### src/rtl/vic_pkg.sv
package vic_pkg;
  localparam int unsigned VIC_LINES  = 8;
  localparam int unsigned VIC_BYTE_W = 8;

  typedef logic [VIC_BYTE_W-1:0] vic_byte_t;

  typedef enum logic {
    VIC_SEL_BASE = 1'b0,
    VIC_SEL_MASK = 1'b1
  } vic_sel_e;
endpackage

### src/rtl/vic_rst_sync.sv
module vic_rst_sync (
  input  logic clk,
  input  logic arst_n,
  output logic srst_n
);
  logic [1:0] stage_q;

  always_ff @(posedge clk or negedge arst_n) begin
    if (!arst_n) stage_q <= 2'b00;
    else         stage_q <= {stage_q[0], 1'b1};
  end

  assign srst_n = stage_q[1];
endmodule

### src/rtl/vic_pending.sv
module vic_pending #(
  parameter int unsigned LINES = 8
) (
  input  logic                     clk,
  input  logic                     rst_n,
  input  logic [LINES-1:0]         irq_in,
  input  logic                     clr_en,
  input  logic [$clog2(LINES)-1:0] clr_idx,
  output logic [LINES-1:0]         pend_o
);
  localparam int unsigned IDX_W = $clog2(LINES);

  for (genvar g = 0; g < LINES; g++) begin : g_line
    logic smp_q;
    logic pend_q, pend_d;
    logic rise, hit;

    assign rise = irq_in[g] & ~smp_q;
    assign hit  = clr_en && (clr_idx == IDX_W'(g));

    // a new edge outranks delivery in the same cycle
    always_comb begin
      pend_d = pend_q;
      if (hit)  pend_d = 1'b0;
      if (rise) pend_d = 1'b1;
    end

    always_ff @(posedge clk or negedge rst_n) begin
      if (!rst_n) begin
        smp_q  <= 1'b0;
        pend_q <= 1'b0;
      end else begin
        smp_q  <= irq_in[g];
        pend_q <= pend_d;
      end
    end

    assign pend_o[g] = pend_q;


    set_wins_chk: assert property (@(posedge clk) disable iff (!rst_n)
      (irq_in[g] && !smp_q) |=> pend_q);


    clear_chk: assert property (@(posedge clk) disable iff (!rst_n)
      (hit && !(irq_in[g] && !smp_q)) |=> !pend_q);
  end
endmodule

### src/rtl/vic_prio.sv
module vic_prio #(
  parameter int unsigned LINES = 8
) (
  input  logic [LINES-1:0]         req,
  output logic                     valid,
  output logic [$clog2(LINES)-1:0] idx
);
  localparam int unsigned IDX_W = $clog2(LINES);

  always_comb begin
    valid = |req;
    idx   = '0;
    for (int i = LINES - 1; i >= 0; i--) begin
      if (req[i]) idx = IDX_W'(i);
    end
  end
endmodule

### src/rtl/vic_fmt.sv
module vic_fmt #(
  parameter int unsigned IDX_W = 3
) (
  input  logic             restart_mode,
  input  logic [7:0]       base,
  input  logic [IDX_W-1:0] idx,
  output logic [7:0]       byte_o
);
  logic [2:0] rst_field;
  logic [7:0] restart_byte, table_byte;

  assign rst_field    = 3'(idx);
  assign restart_byte = {2'b11, rst_field, 3'b111};
  assign table_byte   = {base[7:IDX_W], idx};
  assign byte_o       = restart_mode ? restart_byte : table_byte;
endmodule

### src/rtl/vic_core.sv
module vic_core
  import vic_pkg::*;
#(
  parameter int unsigned LINES = VIC_LINES
) (
  input  logic             clk,
  input  logic             rst_n,
  input  logic [LINES-1:0] irq_in,
  output logic             irq_out,
  input  logic             inta_n,
  input  logic             restart_mode,
  input  logic             cfg_we,
  input  logic             cfg_sel,
  input  logic [7:0]       cfg_wdata,
  output logic [7:0]       data_out,
  output logic             data_oe
);
  localparam int unsigned IDX_W = $clog2(LINES);
  localparam logic [IDX_W-1:0] IDLE_IDX = IDX_W'(LINES - 1);

  logic             srst_n;
  logic             inta_q;
  logic             lead;
  vic_byte_t        base_q, base_d;
  logic [LINES-1:0] mask_q, mask_d;
  logic             act_q, act_d;
  vic_byte_t        data_q, data_d;
  logic [LINES-1:0] pend;
  logic [LINES-1:0] req;
  logic             win_valid;
  logic [IDX_W-1:0] win_raw, win_idx;
  vic_byte_t        fmt_byte;
  logic             base_en, mask_en;

  vic_rst_sync u_rst (.clk(clk), .arst_n(rst_n), .srst_n(srst_n));

  assign lead = inta_q & ~inta_n;

  vic_pending #(.LINES(LINES)) u_pend (
    .clk    (clk),
    .rst_n  (srst_n),
    .irq_in (irq_in),
    .clr_en (lead & win_valid),
    .clr_idx(win_idx),
    .pend_o (pend)
  );

  assign req = pend & ~mask_q;

  vic_prio #(.LINES(LINES)) u_prio (
    .req  (req),
    .valid(win_valid),
    .idx  (win_raw)
  );

  assign win_idx = win_valid ? win_raw : IDLE_IDX;

  vic_fmt #(.IDX_W(IDX_W)) u_fmt (
    .restart_mode(restart_mode),
    .base        (base_q),
    .idx         (win_idx),
    .byte_o      (fmt_byte)
  );

  // next state
  assign base_en = cfg_we && (vic_sel_e'(cfg_sel) == VIC_SEL_BASE);
  assign mask_en = cfg_we && (vic_sel_e'(cfg_sel) == VIC_SEL_MASK);

  always_comb begin
    base_d = base_q;
    mask_d = mask_q;
    if (base_en) base_d = cfg_wdata;
    if (mask_en) mask_d = LINES'(cfg_wdata);
  end

  always_comb begin
    act_d  = act_q;
    data_d = data_q;
    if (lead) begin
      act_d  = 1'b1;
      data_d = fmt_byte;
    end else if (inta_n) begin
      act_d  = 1'b0;
    end
  end

  // registers
  always_ff @(posedge clk or negedge srst_n) begin
    if (!srst_n) begin
      inta_q <= 1'b1;
      base_q <= '0;
      mask_q <= '0;
      act_q  <= 1'b0;
      data_q <= '0;
    end else begin
      inta_q <= inta_n;
      if (base_en) base_q <= base_d;
      if (mask_en) mask_q <= mask_d;
      act_q  <= act_d;
      if (lead) data_q <= data_d;
    end
  end

  assign irq_out  = |req;
  assign data_out = data_q;
  assign data_oe  = act_q & ~inta_n;


  win_pending_chk: assert property (@(posedge clk) disable iff (!srst_n)
    win_valid |-> pend[win_idx]);


  win_highest_chk: assert property (@(posedge clk) disable iff (!srst_n)
    win_valid |-> ((req & ((LINES'(1) << win_idx) - LINES'(1))) == '0));


  win_unmasked_chk: assert property (@(posedge clk) disable iff (!srst_n)
    win_valid |-> !mask_q[win_idx]);


  data_hold_chk: assert property (@(posedge clk) disable iff (!srst_n)
    (act_q && !lead) |=> $stable(data_q));


  restart_form_chk: assert property (@(posedge clk) disable iff (!srst_n)
    (lead && restart_mode) |=> (data_q[7:6] == 2'b11 && data_q[2:0] == 3'b111));


  idle_pick_chk: assert property (@(posedge clk) disable iff (!srst_n)
    (lead && !win_valid && !restart_mode) |=> (data_q[IDX_W-1:0] == IDLE_IDX));
endmodule

### config.mk
export PLATFORM = sky130hd
export DESIGN_NAME = vic_core
export DESIGN_NICKNAME = d
export VERILOG_FILES = /design/src/rtl/vic_pkg.sv /design/src/rtl/vic_rst_sync.sv /design/src/rtl/vic_pending.sv /design/src/rtl/vic_prio.sv /design/src/rtl/vic_fmt.sv /design/src/rtl/vic_core.sv
export SDC_FILE = /design/constraint.sdc
export NUM_CORES = 1
export LEC_CHECK = 0
export ABC_AREA = 1
export BUFFER_PORTS_ARGS = -buffer_cell sky130_fd_sc_hd__buf_2
export CAP_MARGIN = 40
export CORE_AREA = 2 2 65 67
export DETAILED_ROUTE_END_ITERATION = 10
export DIE_AREA = 0 0 67 69
export SKIP_LAST_GASP = 1
export SYNTH_ARGS = -nofsm -noshare
export SYNTH_HDL_FRONTEND = slang
export SYNTH_SLANG_ARGS = --single-unit
### constraint.sdc
create_clock -name clk -period 1.8 [get_ports clk]
set_input_delay 0 -clock clk [delete_from_list [all_inputs] [get_ports clk]]
set_output_delay 0 -clock clk [all_outputs]
set_load 0.05 [all_outputs]
* Word-level counts from Yosys, hierarchy flattened
Cells that the tools add are included.
Storage, ports and cells: bits of input ports 22, output and inout port bits 10, register bits after elaboration 44, logic and storage cells 101
Cells by class: bitwise operators 23, equality and inequality tests 7, muxes and demuxes 28, reduce and logical (&&, ||, !) cells 21
Operators with widths (count):
- 3-bit 2-to-1 mux | 9
- 1-bit 2-to-1 mux | 18
- 2-bit nonzero test | 9
- 3-bit == test, second input constant | 4
- 1-bit bitwise AND | 11
- 1-bit logical AND | 10
- 1-bit NOT | 10
- 8-bit bitwise AND | 1
- 8-bit 2-to-1 mux | 1
- 8-bit NOT | 1
- 8-bit OR reduction | 1
- 3-bit by 2-bit == test with 1-bit output, second input constant | 2
- 3-bit by 1-bit == test with 1-bit output, second input constant | 1
- 3-bit logical NOT | 1

* Depth between registers and ports, before layout
depth in word-level cells 15, depth in mapped cells 13, depth with buffers taken out 13

* Hierarchy
A second synthesis with hierarchy kept.
Second synthesis, totals: cells, all modules 251, area, all modules 2003.2 um2
Modules (own cells, without submodules):
- vic_core | seq. area each 651.9 um2, instances 1, cells an instance 137, area each 1124.8 um2
- vic_pending | seq. area each 400.4 um2, instances 1, cells an instance 74, area each 656.9 um2
- vic_prio | seq. area each 0.0 um2, instances 1, cells an instance 22, area each 98.8 um2
- vic_fmt | seq. area each 0.0 um2, instances 1, cells an instance 15, area each 68.8 um2
- vic_rst_sync | seq. area each 50.0 um2, instances 1, cells an instance 3, area each 53.8 um2

* Worst setup path before layout
Ideal clock, no wire load.
path type register -> register, start reg inta_q, end reg u_pend.g_line[4].pend_q, path buffers 0, data arrival time 1.281 ns, stages on the path, launching flop included 8, slack 0.402 ns, period minus slack after synthesis 1.398 ns, path through dfstp_2 -> inv_1 -> nor2_4 -> inv_1 -> nor3_4 -> nand4_1 -> nand2_1 -> nand2_1
On the way: cells in the longest elaborated chain, start to end 4
Ends and longest elaborated chain:
- start, declared | RTL line vic_core.sv:22 | logic inta_q;
- start signal, assigned | RTL line vic_core.sv:96 | inta_q <= inta_n;
- 1-bit bitwise AND | RTL line vic_core.sv:37 | assign lead = inta_q & ~inta_n;
- 1-bit bitwise AND | RTL line vic_core.sv:43 | .clr_en (lead & win_valid),
- 1-bit logical AND | RTL line vic_pending.sv:19 | assign hit = clr_en && (clr_idx == IDX_W'(g));
- 2-bit nonzero test (no source line)
- end signal, assigned | RTL line vic_pending.sv:34 | pend_q <= pend_d;
- end, declared | RTL line vic_pending.sv:15 | logic pend_q, pend_d;
Every way passes these cells. A chain may end at the register's enable or synchronous reset.

* Worst setup path in the final report
start reg mask_q[0], end out irq_out
On the way: cells in the longest elaborated chain, start to end 3
Ends and longest elaborated chain:
- start, declared | RTL line vic_core.sv:25 | logic [LINES-1:0] mask_q, mask_d;
- start signal, assigned | RTL line vic_core.sv:98 | if (mask_en) mask_q <= mask_d;
- 8-bit NOT | RTL line vic_core.sv:48 | assign req = pend & ~mask_q;
- 8-bit bitwise AND | RTL line vic_core.sv:48
- 8-bit OR reduction | RTL line vic_core.sv:104 | assign irq_out = |req;
- end, declared | RTL line vic_core.sv:9 | output logic irq_out,
Every way passes these cells.

==> metrics.md <==
| Metric | Value |
|---|---|
| Finished Cell Area | `0.00219 mm2` |
| Sequential area share after synthesis | `around three fifths` |
| Syn Area/Cell | `9.38 um2` |
| Vias/cell | `roughly 4.4` |
| Syn nets | `201` |
| Max IR drop VDD | `0.545 mV` |
| Hold path depth | `3` |
| CP endpoint kind | `output port` |
| Worst setup margin | `0.292 ns` |
| Setup CP Type | `flip-flop to output port` |
| Max Cap Viol | `0` |
| Row cnt | `23` |
| First-pass GRT wire length | `between 5000 and 6000 um` |
| ANT nets after route | `0` |
| WP data required | `about 1.8 ns` |
| Uppermost routed layer | `met4` |
| Yosys reg bits | `41` |
| Fin crit period | `approximately 1.5 ns` |
| Top cells by area, synth | `dfrtp_1 (60%), nand2_1 (12%), inv_1 (6.7%)` |
| Period utilization | `83.8%` |
| FILL cells | `between 300 and 400` |
| Met1 WL | `around 1500 um` |
| WHS | `0.00267 ns` |
| Port-buffer cells | `31` |
| Register area | `roughly 0.0010 mm2` |
| Initial DRC Count | `52` |
| Die height | `a little under 70 um` |
| Worst-Skew Late Latency | `between 0.2 and 0.3 ns` |
| Die X | `67 um` |
| Placed Area | `around 0.0019 mm2` |
| Io pins | `32` |
| DPL Wire Length | `2270 um` |
| Hold Crit Class | `input pin to flip-flop` |
| DRT Wirelength | `~3200 um` |
| Post-synth top area share | `just under 60%` |
| Met2 WL | `about 1500 um` |
| TritonCTS clock tree | `done` |
| Area of the multi-input gates | `about 530 um2` |
| Metal3 WL | `between 100 and 150 um` |
| RSZ-0062 raised after global routing | `false` |
| Commonest cells after routing, fill and taps aside | `nand2_1 (53), dfrtp_1 (40), buf_2 (31)` |
| R2r setup slk | `approximately 0.37 ns` |
| Total die area | `~0.0046 mm2` |
| Max clock buf depth | `2` |
| H-tree depth | `2` |
| Cts hold-fix bufs | `17` |
| Vias in the first global route | `1247` |
| Setup TNS | `0 ns` |
| Final setup viols | `0` |
| GR Util All Layers | `between 10% and 20%` |
| Crit path DAT | `between 1.5 and 2 ns` |
| Placed instance count | `261` |
| Post-synth top area cell | `dfrtp_1` |
| Commonest non-fill, non-tap cell in the layout | `nand2_1` |
| Pleak | `1.14 nW` |
| R2R depth | `7` |
| Share of post-route cells with drive strength above 1 | `a little under a quarter` |
| Largest net degree at the start of global routing | `40` |
| Placeable Area | `a little under 0.004 mm2` |
| Post-CTS sizing | `0` |
| Finished Layout Cells | `approximately 290` |
| Fmax | `about 660 MHz` |
| GRT overflow | `0` |
| Post-CTS setup buffers | `0` |
| Initial antenna violation count | `0` |
| DRC errors left | `0` |
| Synth Cell Area | `around 0.0017 mm2` |
| Status | `completed` |
| Gpl congestion | `about 0.79` |
| # diodes | `0` |
| Clock Skew | `around 0.0053 ns` |
| Routed WL per cell | `11.3 um` |
| Final core utilization | `a little under three fifths` |
| Startpoint Class | `flip-flop` |
| Layout area overhead | `30.7%` |
| Tot Pwr | `between 2 and 2.5 mW` |
| Netlist cell types | `22` |
| Initial core utilization | `42.9%` |
| Clock Sinks | `roughly 40` |
| Fin nets | `257` |
| Worst-path clk slew | `0.07 ns` |
| Drt pass-1 iters | `4` |
| DP Worst Slack | `approximately 0.36 ns` |
| TritonCTS buffer count | `5` |
| CTS root buf | `clkbuf_8` |
| PwrDens | `~1100 mW/mm2` |
| Final hold vios | `0` |
| Post-synthesis cell count | `roughly 180` |
| Synth warnings | `0` |
| Via count | `1259` |
| CP Max Fanout | `6` |
| Slew Limit Fails | `0` |
[critical path, stage by stage, from the launching register on]
cell	delay, ns
dfrtp_1	0.38
inv_1	0.07
nand2_1	0.09
nand2_1	0.09
inv_1	0.05
nand2_2	0.12
inv_2	0.07
nand2_4	0.10
buf_2	0.27
[kinds of logic after synthesis]
family,after synthesis,synth area share (%)
other,1,0.223
buffers and inverters,32,7.15
AO/OA/AOI/OAI,25,8.42
AND/OR/NAND/NOR,80,23.0
flip-flops,41,61.2
[final timing paths]
check,from,end
worst max-delay path,mask_q[0]$_DFFE_PN0P_,irq_out
worst max register to register,inta_q$_DFF_PN1_,u_pend.g_line[6].pend_q$_DFFE_PN0P_
min in group asynchronous,rst_n,u_rst.stage_q[1]$_DFF_PN0_
max in group asynchronous,u_rst.stage_q[1]$_DFF_PN0_,inta_q$_DFF_PN1_
worst min register to register,u_rst.stage_q[1]$_DFF_PN0_,base_q[5]$_DFFE_PN0P_
worst min-delay path,cfg_wdata[4],base_q[4]$_DFFE_PN0P_
[layer usage]
| metal | up-vias | track usage [%] |
|---|---|---|
| met5 | - | 0 |
| met4 | 0 | 4.08 |
| met3 | 4 | 4.89 |
| met2 | 30 | 25.2 |
| met1 | 563 | 22.9 |
| li1 | 662 | - |
[layout make-up]
type,instances,share of cell area (%)
tap,50,2.85
multi-input combinational,106,24.2
clock buffer,7,3.93
timing repair buffer,50,15.5
clock inverter,1,1.37
inverter,31,5.30
sequential,41,46.8
[registers in the layout (all words and copies together), names as in the netlist]
register,count
mask_q,8
inta_q,1
u_rst.stage_q,2
base_q,5
data_out,8
u_pend.g_line.smp_q,8
u_pend.g_line.pend_q,8
act_q,1
[Yosys cell counts]
cell type / number
nand3_1: 5
dfstp_2: 1
conb_1: 1
dfrtp_1: 40
nor2_1: 7
a22oi_1: 1
nand2_1: 53
nand4_1: 3
clkbuf_1: 1
o211ai_1: 2
inv_2: 1
o22ai_1: 1
o22a_1: 2
o21ai_0: 12
nor3_4: 1
nand2_4: 2
nor2_4: 2
nor2_2: 1
a21oi_1: 7
inv_1: 30
nand2_2: 5
nor3b_4: 1
[power breakdown]
group	leakage (nW)	switching (mW)	internal (mW)	total, mW
clock	0.0585	0.295	0.452	0.747
sequential	0.461	0.0557	1.03	1.09
combinational	0.625	0.347	0.165	0.512
total	1.14	0.698	1.65	2.34
(Power assumes the default switching activity.)
